## src/rtl/gpio_mux_pkg.sv

```systemverilog
package gpio_mux_pkg;

  typedef enum logic [1:0] {
    MD_IN  = 2'b00,
    MD_OUT = 2'b01,
    MD_GLB = 2'b10,
    MD_ALM = 2'b11
  } pin_mode_e;

  typedef enum logic [2:0] {
    GR_NONE,
    GR_REF_IN,
    GR_TERR_IN,
    GR_PMU_IN,
    GR_REF_OUT
  } glb_role_e;

  typedef struct packed {
    logic oe;
    logic dat;
  } drive_t;

  // Global role of a pin: only the first pin of each port carries one.
  function automatic glb_role_e role_of_pin(int unsigned pin);
    glb_role_e r;
    if ((pin % 2) != 0) begin
      r = GR_NONE;
    end else begin
      case ((pin / 2) % 4)
        0:       r = GR_REF_IN;
        1:       r = GR_TERR_IN;
        2:       r = GR_PMU_IN;
        default: r = GR_REF_OUT;
      endcase
    end
    return r;
  endfunction

  // Next drive state of one pad.
  function automatic drive_t pin_drive(pin_mode_e m, logic dout, logic alarm,
                                       logic en, logic gsrc, glb_role_e r);
    drive_t d;
    d = '0;
    case (m)
      MD_OUT: begin
        d.oe  = 1'b1;
        d.dat = en & dout;
      end
      MD_GLB: begin
        if (r == GR_REF_OUT) begin
          d.oe  = 1'b1;
          d.dat = gsrc;
        end
      end
      MD_ALM: begin
        d.oe  = 1'b1;
        d.dat = en & alarm;
      end
      default: d = '0;
    endcase
    return d;
  endfunction

endpackage

```

## src/rtl/gpio_in_sync.sv

```systemverilog
module gpio_in_sync #(
  parameter int unsigned WIDTH  = 8,
  parameter int unsigned STAGES = 2
) (
  input  logic             clk,
  input  logic             rst_n,
  input  logic [WIDTH-1:0] d,
  output logic [WIDTH-1:0] q
);

  logic [WIDTH-1:0] stg [STAGES];

  always_ff @(posedge clk or negedge rst_n) begin
    if (!rst_n) begin
      for (int s = 0; s < STAGES; s++) stg[s] <= '0;
    end else begin
      stg[0] <= d;
      for (int s = 1; s < STAGES; s++) stg[s] <= stg[s-1];
    end
  end

  assign q = stg[STAGES-1];

  // Count of edges since reset, saturating, for the latency check.
  logic [1:0] edges_seen;
  always_ff @(posedge clk or negedge rst_n) begin
    if (!rst_n)                 edges_seen <= '0;
    else if (edges_seen != 2'd3) edges_seen <= edges_seen + 2'd1;
  end

  generate
    if (STAGES == 2) begin : g_chk2
      // readback is the pad value two edges back
      assert_rdbk_latency_R11: assert property (@(posedge clk) disable iff (!rst_n)
        (edges_seen >= 2'd2) |-> (q == $past(d, 2)));
    end
  endgenerate

endmodule

```

## src/rtl/gpio_pin_cell.sv

```systemverilog
module gpio_pin_cell
  import gpio_mux_pkg::*;
#(
  parameter int unsigned PIN_IDX = 0
) (
  input  logic       clk,
  input  logic       rst_n,
  input  logic [1:0] mode,
  input  logic       dout,
  input  logic       alarm,
  input  logic       en,
  input  logic       gsrc,
  output logic       pin_out,
  output logic       pin_oe
);

  localparam glb_role_e ROLE = role_of_pin(PIN_IDX);

  drive_t nxt_drive;
  drive_t cur_drive;
  logic   armed;

  assign nxt_drive = pin_drive(pin_mode_e'(mode), dout, alarm, en, gsrc, ROLE);

  always_ff @(posedge clk or negedge rst_n) begin
    if (!rst_n) begin
      cur_drive <= '0;
      armed     <= 1'b0;
    end else begin
      cur_drive <= nxt_drive;
      armed     <= 1'b1;
    end
  end

  assign pin_out = cur_drive.dat;
  assign pin_oe  = cur_drive.oe;

  // input mode releases the pad
  assert_input_released_R2: assert property (@(posedge clk) disable iff (!rst_n)
    (armed && $past(mode) == MD_IN) |-> !pin_oe);

  // driving modes of a disabled port hold the pad low
  assert_disabled_low_R4: assert property (@(posedge clk) disable iff (!rst_n)
    (armed && !$past(en) && ($past(mode) == MD_OUT || $past(mode) == MD_ALM))
      |-> (pin_oe && !pin_out));

  // alarm mode follows the port alarm
  assert_alarm_follow_R5: assert property (@(posedge clk) disable iff (!rst_n)
    (armed && $past(en) && $past(mode) == MD_ALM) |-> (pin_oe && pin_out == $past(alarm)));

  generate
    if (ROLE == GR_REF_OUT) begin : g_out_chk
      // global mode drives the reference source
      assert_ref_out_R8: assert property (@(posedge clk) disable iff (!rst_n)
        (armed && $past(mode) == MD_GLB) |-> (pin_oe && pin_out == $past(gsrc)));
    end else begin : g_hiz_chk
      // R7 (second pins) and R9 (global input pins): global mode does not drive
      assert_glb_no_drive_R7: assert property (@(posedge clk) disable iff (!rst_n)
        (armed && $past(mode) == MD_GLB) |-> !pin_oe);
    end
  endgenerate

endmodule

```

## src/rtl/gpio_glb_route.sv

```systemverilog
module gpio_glb_route
  import gpio_mux_pkg::*;
#(
  parameter int unsigned NUM_PINS = 8
) (
  input  logic                  clk,
  input  logic                  rst_n,
  input  logic [2*NUM_PINS-1:0] pin_mode,
  input  logic [NUM_PINS-1:0]   pin_sync,
  output logic                  core_ref8k,
  output logic                  core_terr,
  output logic                  core_pmu
);

  logic [NUM_PINS-1:0] glb_sel;
  logic [NUM_PINS-1:0] is_ref, is_terr, is_pmu;
  logic ref_sel, terr_sel, pmu_sel;

  genvar gi;
  generate
    for (gi = 0; gi < NUM_PINS; gi++) begin : g_sel
      localparam glb_role_e R = role_of_pin(gi);
      assign glb_sel[gi] = (pin_mode[2*gi +: 2] == MD_GLB);
      assign is_ref[gi]  = (R == GR_REF_IN)  && glb_sel[gi];
      assign is_terr[gi] = (R == GR_TERR_IN) && glb_sel[gi];
      assign is_pmu[gi]  = (R == GR_PMU_IN)  && glb_sel[gi];
    end
  endgenerate

  assign ref_sel  = |is_ref;
  assign terr_sel = |is_terr;
  assign pmu_sel  = |is_pmu;

  assign core_ref8k = |(is_ref  & pin_sync);
  assign core_terr  = |(is_terr & pin_sync);
  assign core_pmu   = |(is_pmu  & pin_sync);

  // a core global stays low unless its pin is selected
  assert_ref_gated_R10: assert property (@(posedge clk) disable iff (!rst_n)
    !ref_sel |-> !core_ref8k);
  assert_terr_gated_R10: assert property (@(posedge clk) disable iff (!rst_n)
    !terr_sel |-> !core_terr);
  assert_pmu_gated_R10: assert property (@(posedge clk) disable iff (!rst_n)
    !pmu_sel |-> !core_pmu);

endmodule

```

## src/rtl/gpio_alarm_mux.sv

```systemverilog
module gpio_alarm_mux
  import gpio_mux_pkg::*;
#(
  parameter int unsigned NUM_PORTS   = 4,
  parameter int unsigned SYNC_STAGES = 2
) (
  input  logic                     clk,
  input  logic                     rst_n,
  input  logic [4*NUM_PORTS-1:0]   pin_mode,
  input  logic [2*NUM_PORTS-1:0]   pin_dout,
  input  logic [NUM_PORTS-1:0]     alarm_a,
  input  logic [NUM_PORTS-1:0]     alarm_b,
  input  logic                     glb_ref_src,
  input  logic [NUM_PORTS-1:0]     port_en,
  input  logic [2*NUM_PORTS-1:0]   pin_in,
  output logic [2*NUM_PORTS-1:0]   pin_out,
  output logic [2*NUM_PORTS-1:0]   pin_oe,
  output logic [2*NUM_PORTS-1:0]   pin_rdbk,
  output logic                     core_ref8k,
  output logic                     core_terr,
  output logic                     core_pmu
);

  localparam int unsigned NUM_PINS = 2 * NUM_PORTS;

  logic [NUM_PINS-1:0] pin_sync;

  gpio_in_sync #(.WIDTH(NUM_PINS), .STAGES(SYNC_STAGES)) u_sync (
    .clk   (clk),
    .rst_n (rst_n),
    .d     (pin_in),
    .q     (pin_sync)
  );

  assign pin_rdbk = pin_sync;

  genvar gi;
  generate
    for (gi = 0; gi < NUM_PINS; gi++) begin : g_pin
      logic pin_alarm;
      if ((gi % 2) == 0) begin : g_first
        assign pin_alarm = alarm_a[gi/2];
      end else begin : g_second
        assign pin_alarm = alarm_b[gi/2];
      end

      gpio_pin_cell #(.PIN_IDX(gi)) u_cell (
        .clk     (clk),
        .rst_n   (rst_n),
        .mode    (pin_mode[2*gi +: 2]),
        .dout    (pin_dout[gi]),
        .alarm   (pin_alarm),
        .en      (port_en[gi/2]),
        .gsrc    (glb_ref_src),
        .pin_out (pin_out[gi]),
        .pin_oe  (pin_oe[gi])
      );
    end
  endgenerate

  gpio_glb_route #(.NUM_PINS(NUM_PINS)) u_route (
    .clk        (clk),
    .rst_n      (rst_n),
    .pin_mode   (pin_mode),
    .pin_sync   (pin_sync),
    .core_ref8k (core_ref8k),
    .core_terr  (core_terr),
    .core_pmu   (core_pmu)
  );

  // nothing drives while reset is held
  always_comb begin
    if (!rst_n) begin
      assert_reset_quiet_R1: assert (pin_oe == '0 && pin_out == '0 && pin_rdbk == '0);
    end
  end

endmodule

```

## config.mk

```make
export PLATFORM = sky130hd
export DESIGN_NAME = gpio_alarm_mux
export DESIGN_NICKNAME = d
export VERILOG_FILES = /design/src/rtl/gpio_mux_pkg.sv /design/src/rtl/gpio_in_sync.sv /design/src/rtl/gpio_pin_cell.sv /design/src/rtl/gpio_glb_route.sv /design/src/rtl/gpio_alarm_mux.sv
export SDC_FILE = /design/constraint.sdc
export NUM_CORES = 1
export LEC_CHECK = 0
export ABC_AREA = 1
export BUFFER_PORTS_ARGS = -buffer_cell sky130_fd_sc_hd__buf_4
export CORE_ASPECT_RATIO = 1.5
export CORE_MARGIN = 4
export CORE_UTILIZATION = 35
export DETAILED_ROUTE_END_ITERATION = 16
export PLACE_DENSITY = 0.71
export SYNTH_ARGS = -nofsm -noshare
export SYNTH_HDL_FRONTEND = slang
export SYNTH_SLANG_ARGS = --single-unit
```

## constraint.sdc

```tcl
create_clock -name clk -period 1.3 [get_ports clk]
set_input_delay 0.065 -clock clk [delete_from_list [all_inputs] [get_ports clk]]
set_output_delay 0.065 -clock clk [all_outputs]
set_load 0.01 [all_outputs]
```

==> results of run 1 <==
[metrics by stage]
step                setup WS, ns  util, %  power, uW  cell area [sq um]  hold slack (ns)
floorplan                  0.707        -       1190               1200           -0.231
global placement           0.656     49.4       1330               1590          0.00843
detailed placement         0.614     49.4       1340               1590           0.0192
CTS                        0.260     57.7       2140               1860           0.0382
global route               0.180     57.7       2220               1860           0.0466
finish                     0.258     57.7       2100               1860           0.0478
[state kept, by name, indices dropped and copies added (netlist names)]
register	flops
u_sync.stg	8
u_sync.q	8
g_pin.u_cell.pin_oe	8
g_pin.u_cell.pin_out	8
[layout make-up]
cell class,instances,area (sq um)
Clock buffer,8,90.1
Timing Repair Buffer,91,728
Inverter,11,41.3
Sequential cell,32,801
Multi-Input combinational cell,35,150
Fill cell,264,1360
Tap cell,40,50.0
[cell usage after synthesis, drive strengths merged]
master | n | area, sq um
clkbuf | 7 | 26.3
inv | 11 | 41.3
nor2 | 10 | 37.5
dfrtp | 32 | 801
o21ai | 14 | 70.1
buf | 24 | 180
a21oi | 1 | 5.00
nand2 | 10 | 37.5
[worst max-delay path, stage by stage]
cell and delay (ns):
dlygate4sd3_1 0.55, buf_4 0.14, nor2_1 0.10, buf_4 0.12
[logic make-up after synthesis]
group | Yosys count
buffers and inverters | 42
flip-flops | 32
AND/OR/NAND/NOR | 20
AO/OA/AOI/OAI | 15
[worst max path at each step]
| stage | end | slack [ns] | depth (start not counted) |
|---|---|---|---|
| 2_1_floorplan | core_pmu | 0.71 | 2 |
| 3_3_place_gp | core_ref8k | 0.66 | 3 |
| 3_5_place_dp | core_terr | 0.61 | 3 |
| 4_1_cts | core_pmu | 0.26 | 4 |
| 5_1_grt | core_pmu | 0.18 | 4 |
| 6_report | core_terr | 0.26 | 4 |
[power breakdown]
| group | internal (uW) | switching, uW |
|---|---|---|
| registers | 1050 | 15.5 |
| clock network | 431 | 311 |
| logic | 187 | 113 |
| total | 1660 | 439 |
[per-layer routing]
| layer | vias up | wire (um) | global-route usage, % |
|---|---|---|---|
| met4 | 0 | 36 | 5.84 |
| li1 | 434 | - | - |
| met2 | 42 | 1580 | 24.4 |
| met1 | 400 | 809 | 11.5 |
| met5 | - | 0 | 0 |
| met3 | 5 | 232 | 5.34 |
==> metrics.txt, run 1 <==
status finished, final reports clean; Synth Area per Inst 11.0 sq um; ant diodes 0; worst r2r dst u_sync.q[0]; main combinational cell family by area after synthesis buffers and inverters; wire length of the first global-routing pass 4260 um; launch point of the critical path pin_mode[4]; worst reg2reg startpoint u_sync.stg[8]; Worst-Skew Late Latency 0.27 ns; DR pass1 iterations 2; CTS tree built; hold crit path type input pin to register; register bit total from synthesis 32; syn nets 156; compound-gate portion of the synthesized area 6.26%; clock sink total 32; Worst setup EP type output pin; # port buffers 73; core footprint between 3000 and 4000 sq um; initial antenna violation count 0; Synth Instances 109; worst hold path stage count 3; Slew @ Worst Pin 0.389 ns; Setup violations, final 0; post-synthesis simple-gate area fraction 6.26%; cts repair resizes 0; dpl hpwl between 2000 and 2500 um; DR vias/cell 4.06; P_leak 0.000980 uW; Peak Freq 0.959 GHz; die height 79.7 um; Worst Path Max Fanout 3; Hold Crit Start port_en[1]; final hold violations 0; proportion of layout cells with a drive suffix above 1 about 45%; dpl cells 191; routed wire length approximately 2700 um; Pwr Density 1130 nW/um^2; H-Tree Depth 2; Worst Path Required between 1 and 1.5 ns; nets 223; gr ovfl total 0; Slew Viols, Final 0; Max Cap Viol 0; Clock Skew ~0.0045 ns; maximum VDD drop 0.832 mV; area grow syn2layout 55.2%; FP Rows 25; Initial Util 37.2%; Synthesis Warnings 0; RSZ-0062 raised after global routing no; largest net degree at the start of global routing 33; mapped cell area 1200 sq um; Finished Layout Cells 217; cts bufs inserted 5; number of cells on the worst reg-to-reg path 0; Min-Delay Endpoint g_pin[3].u_cell.pin_out; num ports 74; multiplexer area fraction after synthesis 0%; WS Path Type input pin to output pin; adder-cell area share of the yosys netlist 0%; minimum clock period roughly 1.0 ns; Post-CTS Setup Inserts 0; commonest non-fill, non-tap cell in the layout buf_4; CTS max path bufs 2; die area 4440 sq um; # DRC 0; unique cell type count in the Yosys netlist 8; R2R setup slack roughly 0.81 ns; Antenna Nets Post-Route 0; post-synthesis sequential area ratio 66.8%; worst path arrival time 0.98 ns; final setup TNS 0 ns; root buffer selected by CTS clkbuf_8; vias in the first global route between 900 and 1000; period utilization ~80%; Max transition margin 74.1%; Wirelength per Cell 12.2 um; XOR/XNOR share of the synthesized area 0%; commonest non-fill, non-tap cells in the layout buf_4 (73), dfrtp_1 (32), dlygate4sd3_1 (18), o21ai_0 (14), inv_1 (11); DRC marker count from the first detailed-route iteration 27; total number of vias 881; Final Wtd Congestion 0.698; Clock Pin Slew Worst Setup and Hold Paths roughly 0.060 ns; hold_buf cts 18; CP startpoint kind input pin; all-layer global routing usage about an eighth; Die W 55.8 um
(Power assumes the default switching activity.)
==> inputs of run 2 (changes only) <==
Settings changed: PLACE_DENSITY 0.71 to 0.74.
Clock period 1.3 ns to 0.95 ns, I/O delays scaled along.
==> run 2 against run 1 <==
Effect of this change:
- total power grew 40%
- via count grew 3.5%
- clock-buffer cell count shrank 1
- core utilization grew 0.12 points
- first-iteration DRC count shrank 70%
- the flow now finishes with violations (negative hold slack, negative setup slack)
- largest cell class unchanged
- flip-flop and latch count is the same
- largest power group unchanged
- clock power grew 46%
- setup slack lost 0.27 ns
- sequential power grew 37%
- register-to-register slack lost 0.34 ns
==> metrics.txt, run 2 (synthesis gave the netlist of run 1 again) <==
Final Wtd Congestion 0.776 (+11%); nets 223 (unchanged); commonest non-fill, non-tap cell in the layout buf_4; routed wire length 2890 um (+8.7%); maximum VDD drop 1.39 mV (+67%); WS Path Type register to output pin; post-place setup slack 0.284 ns (-0.330 ns); root buffer selected by CTS clkbuf_8; dpl hpwl 2140 um (+5.0%); Max transition margin 74.4% (+0.33 points); Die W 55.8 um (unchanged); PnR worst setup slack -0.0144 ns (-0.272 ns); Slew @ Worst Pin 0.384 ns (-0.00491 ns); hold crit path type input pin to register; Worst-Skew Late Latency 0.27 ns (about the same); FP Rows 25 (unchanged); all-layer global routing usage 14.3% (+1.4 points); vias in the first global route 1038 (+11%); hold_ws -0.0958 ns (-0.144 ns); Initial Util 37.2% (unchanged); largest net degree at the start of global routing 33 (unchanged); Max Cap Viol 0 (unchanged); final hold violations 1 (+1); # port buffers 73 (unchanged); ant diodes 0 (unchanged); final setup TNS -0.0163 ns (-0.0163 ns); Worst setup EP type output pin; area grow syn2layout 55.5%; DRC marker count from the first detailed-route iteration 8 (-70%); Worst Path Required 0.90 ns (-0.34 ns); worst path arrival time 0.92 ns (-0.06 ns); status complete, but fails checks; commonest non-fill, non-tap cells in the layout buf_4 (74), dfrtp_1 (32), dlygate4sd3_1 (17), o21ai_0 (14), inv_1 (11); cts bufs inserted 5 (unchanged); P_leak 0.000985 uW (+0.56%); RSZ-0062 raised after global routing yes; # DRC 0 (unchanged); Slew Viols, Final 0 (unchanged); wire length of the first global-routing pass 4750 um (+12%); total number of vias 912 (+3.5%); Finished Core Util 57.9% (+0.12 points); period utilization 102%; dpl cells 191 (unchanged); Finished Layout Cells 216 (-0.46%); Worst Path Max Fanout 2 (-1); Antenna Nets Post-Route 0 (unchanged); CTS max path bufs 2 (unchanged); die height 79.7 um (unchanged); DR vias/cell 4.22 (+4.0%); Wirelength per Cell 13.4 um (+9.2%); Setup violations, final 2 (+2); CTS tree built; DR pass1 iterations 5 (+3); Clock Skew 0.00309 ns (-0.00140 ns); die area 4440 sq um (unchanged); gr ovfl total 0 (unchanged); num ports 74 (unchanged); Clock Pin Slew Worst Setup and Hold Paths 0.06 ns (about the same); H-Tree Depth 2 (unchanged); proportion of layout cells with a drive suffix above 1 46.0% (+1.4 points); CP startpoint kind register; hold_buf cts 17 (-1); minimum clock period 0.964 ns; Peak Freq 1.04 GHz; initial antenna violation count 0 (unchanged); Pwr Density 1580 nW/um^2 (+40%); clock sink total 32 (unchanged); core footprint 3220 sq um (unchanged); failing checks negative hold slack, negative setup slack; cts repair resizes 0 (unchanged)
## run 2: cell count changes in the layout (fill, tap and decap cells not counted), sizes merged
cell,previous run,this run
clkbuf,8,7
dlygate4sd3,18,17
buf,73,74
## run 2: where the power goes
group | internal, uW | switching (uW) | leakage (uW) | total [uW]
registers | 1430 | 21.3 | 0.000385 | 1450
clock network | 644 | 436 | 0.0000503 | 1080
logic | 256 | 160 | 0.000550 | 417
total | 2330 | 617 | 0.000985 | 2950
## run 2: critical path: stages, from the launching register on
cell and delay [ns]:
dfrtp_1 0.38, buf_4 0.13, buf_4 0.13
## run 2: area by class of cell
class,count,area (sq um)
multi-input combinational,35,150
clock buffer,7,96.3
tap,40,50.0
inverter,11,41.3
timing repair buffer,91,726
fill,272,1360
sequential,32,801
## run 2: worst paths after layout
check,cells after the start,from,endpoint,slack (ns)
max in group asynchronous,2,rst_n,g_pin[4].u_cell.pin_out,0.41
worst max-delay path,2,u_sync.q[0],pin_rdbk[0],-0.01
worst min-delay path,1,pin_mode[8],g_pin[4].u_cell.pin_oe,-0.1
min in group asynchronous,2,rst_n,g_pin[4].u_cell.pin_oe,0.26
worst min register to register,0,u_sync.stg[12],u_sync.q[4],0.35
worst max register to register,0,u_sync.stg[14],u_sync.q[6],0.47
## run 2: routing by layer
metal | track usage, % | vias to the layer above | routed length, um
li1 | - | 436 | -
met1 | 13.8 | 424 | 904
met2 | 25.6 | 46 | 1680
met3 | 5.99 | 6 | 238
met4 | 7.30 | 0 | 58
met5 | 0 | - | 0
## run 2: through the flow
stage,instance area [sq um],power [uW]
after global routing,1860,3110
after floorplan,1200,1630
after global placement,1590,1820
after CTS,1860,2970
after detailed placement,1590,1840
final,1860,2950
## run 2: timing repair
item	in CTS	in global routing
pin swaps	1	0
endpoints found under the setup margin	2	3
gates cloned	0	0
hold endpoints to repair	49	1
buffers inserted	0	1
==> inputs of run 3 (changes only) <==
Settings changed: REMOVE_ABC_BUFFERS from default to 1, TNS_END_PERCENT from default to 100.
==> run 3 against run 2 <==
Effect of this change:
- sequential power about the same
- non-clock buffer count increased by 1
- design area increased by 1.3%
- via count decreased by 1.8%
- the flow finishes with violations (negative setup slack)
- register-to-register slack about the same
- largest power group unchanged
- final cell count increased by 0.93%
- die area unchanged
- total power increased by 5.1%
- flip-flop and latch count unchanged
==> metrics.txt, run 3 (synthesis gave the netlist of run 1 again) <==
Clock Skew 0.00602 ns (+0.00293 ns); Pwr Density 1640 nW/um^2 (+3.7%); nets 224 (+0.45%); PnR worst setup slack -0.0399 ns (-0.0254 ns); num ports 74 (unchanged); gr ovfl total 0 (unchanged); Pint 2470 uW (+5.8%); # DRC 0 (unchanged); CTS max path bufs 2 (unchanged); # port buffers 73 (unchanged); WS Path Type register to output pin; area grow syn2layout 57.6%; die height 79.7 um (unchanged); final hold violations 0 (-1); period utilization 104% (+2.7 points); Die W 55.8 um (unchanged); status complete, but fails checks; post-place setup slack 0.273 ns (-0.0102 ns); worst path arrival time 0.94 ns (+0.02 ns); hold crit path type input pin to register; P_leak 0.000995 uW (+1.0%); commonest non-fill, non-tap cells in the layout buf_4 (73), dfrtp_1 (32), dlygate4sd3_1 (18), o21ai_0 (14), inv_1 (11); Worst Path Required 0.90 ns (about the same); core footprint 3220 sq um (unchanged); Slew Viols, Final 0 (unchanged); Final Wtd Congestion 0.733 (-5.5%); Initial Util 37.2% (unchanged); hold_ws 0.0145 ns (+0.110 ns); root buffer selected by CTS clkbuf_8; Min-Delay Endpoint g_pin[4].u_cell.pin_out; Gate power share 13.3% (-0.8 points); H-Tree Depth 2 (unchanged); number of cells on the worst reg-to-reg path 0 (unchanged); Max transition margin 74.5% (+0.080 points); routed wire length 2560 um (-11%); RSZ-0062 raised after global routing yes; commonest non-fill, non-tap cell in the layout buf_4; Net Sw Power 631 uW (+2.2%); Clock Pin Slew Worst Setup and Hold Paths 0.06 ns (about the same); R2R setup slack 0.46 ns (about the same); dpl hpwl 1970 um (-8.0%); CTS tree built; clock sink total 32 (unchanged); total number of vias 896 (-1.8%); all-layer global routing usage 13.0% (-1.2 points); Slew @ Worst Pin 0.383 ns (-0.00120 ns); dpl cells 191 (unchanged); Wirelength per Cell 11.7 um (-12%); clock network power share 39.8% (+3.2 points); Hold Crit Start port_en[2]; cts bufs inserted 5 (unchanged); Flop pwr share 46.8% (-2.5 points); Seq. cell area 801 sq um (unchanged); ant diodes 0 (unchanged); Finished Layout Cells 218 (+0.93%); Multi-input gate area 150 sq um (unchanged); Max Cap Viol 0 (unchanged); initial antenna violation count 0 (unchanged); worst hold path stage count 3 (+2); Peak Freq 1.01 GHz (-2.6%); vias in the first global route 1003 (-3.4%); FP Rows 25 (unchanged); Worst Path Max Fanout 2 (unchanged); maximum VDD drop 1.05 mV (-25%); Worst setup EP type output pin; largest net degree at the start of global routing 33 (unchanged); CP startpoint kind register; Finished Core Util 58.6% (+0.78 points); worst reg2reg startpoint u_sync.stg[9]; worst r2r dst u_sync.q[1]; wire length of the first global-routing pass 4290 um (-9.6%); DRC marker count from the first detailed-route iteration 11 (+3); Worst-Skew Late Latency 0.28 ns (about the same); Antenna Nets Post-Route 0 (unchanged); DR vias/cell 4.11 (-2.7%); minimum clock period 0.990 ns (+0.0254 ns); failing checks negative setup slack; Filler cells 256 (-5.9%); switching share of power 20.4% (-0.58 points); die area 4440 sq um (unchanged); Setup violations, final 2 (unchanged); proportion of layout cells with a drive suffix above 1 45.5% (-0.52 points); DR pass1 iterations 3 (-2)
==> run 3: per-layer routing <==
| layer | track usage (%) | vias up | routed length [um] |
|---|---|---|---|
| met3 | 5.66 | 7 | 233 |
| met1 | 10.6 | 410 | 746 |
| met2 | 23.5 | 43 | 1510 |
| met4 | 10.7 | 0 | 66 |
| met5 | 0 | - | 0 |
| li1 | - | 436 | - |
==> run 3: repair_timing <==
action                                  CTS  global route
gates resized for setup                   0             1
cloned                                    0             0
hold buffers                             17             1
buffers inserted                          0             1
endpoints found under the hold margin    49             1
endpoints found under the setup margin    2             3
pin swaps                                 1             0
==> run 3: stage by stage <==
stage	power (uW)	TNS, ns	area, sq um
after CTS	3150	-0.0387	1870
after global routing	3270	-0.291	1890
after detailed placement	1830	0	1590
after global placement	1820	0	1590
final	3100	-0.0405	1890
after floorplan	1550	0	992
==> run 3: power groups by stage <==
stage | Combinational (uW) | Sequential [uW] | Clock (uW)
finish | 413 | 1450 | 1230
global route | 455 | 1460 | 1360
CTS | 411 | 1450 | 1280
detailed placement | 354 | 1480 | 0
global placement | 343 | 1480 | 0
floorplan | 45.5 | 1500 | 0
==> run 3: how the worst max path moves through the flow <==
| stage | startpoint | to | slack [ns] | depth (start not counted) |
|---|---|---|---|---|
| 6_report | u_sync.q[0] | core_ref8k | -0.04 | 3 |
| 5_1_grt | u_sync.q[0] | core_ref8k | -0.11 | 3 |
| 3_3_place_gp | u_sync.q[0] | core_ref8k | 0.32 | 3 |
| 3_5_place_dp | u_sync.q[0] | core_ref8k | 0.27 | 3 |
| 2_1_floorplan | u_sync.q[4] | core_pmu | 0.31 | 2 |
| 4_1_cts | u_sync.q[0] | core_ref8k | -0.04 | 3 |
==> run 3: worst max-delay path, cell delays in order, from the launching register on <==
cell and delay (ns):
dfrtp_1 0.35, nand2_1 0.07, nor2_1 0.11, buf_4 0.14
==> run 3: final cells by class <==
class	instances	share of cell area (%)
clock buffer	6	3.84
clock inverter	2	1.85
inverter	11	2.19
multi-input combinational	35	7.95
sequential	32	42.4
tap	40	2.65
timing repair buffer	92	39.1
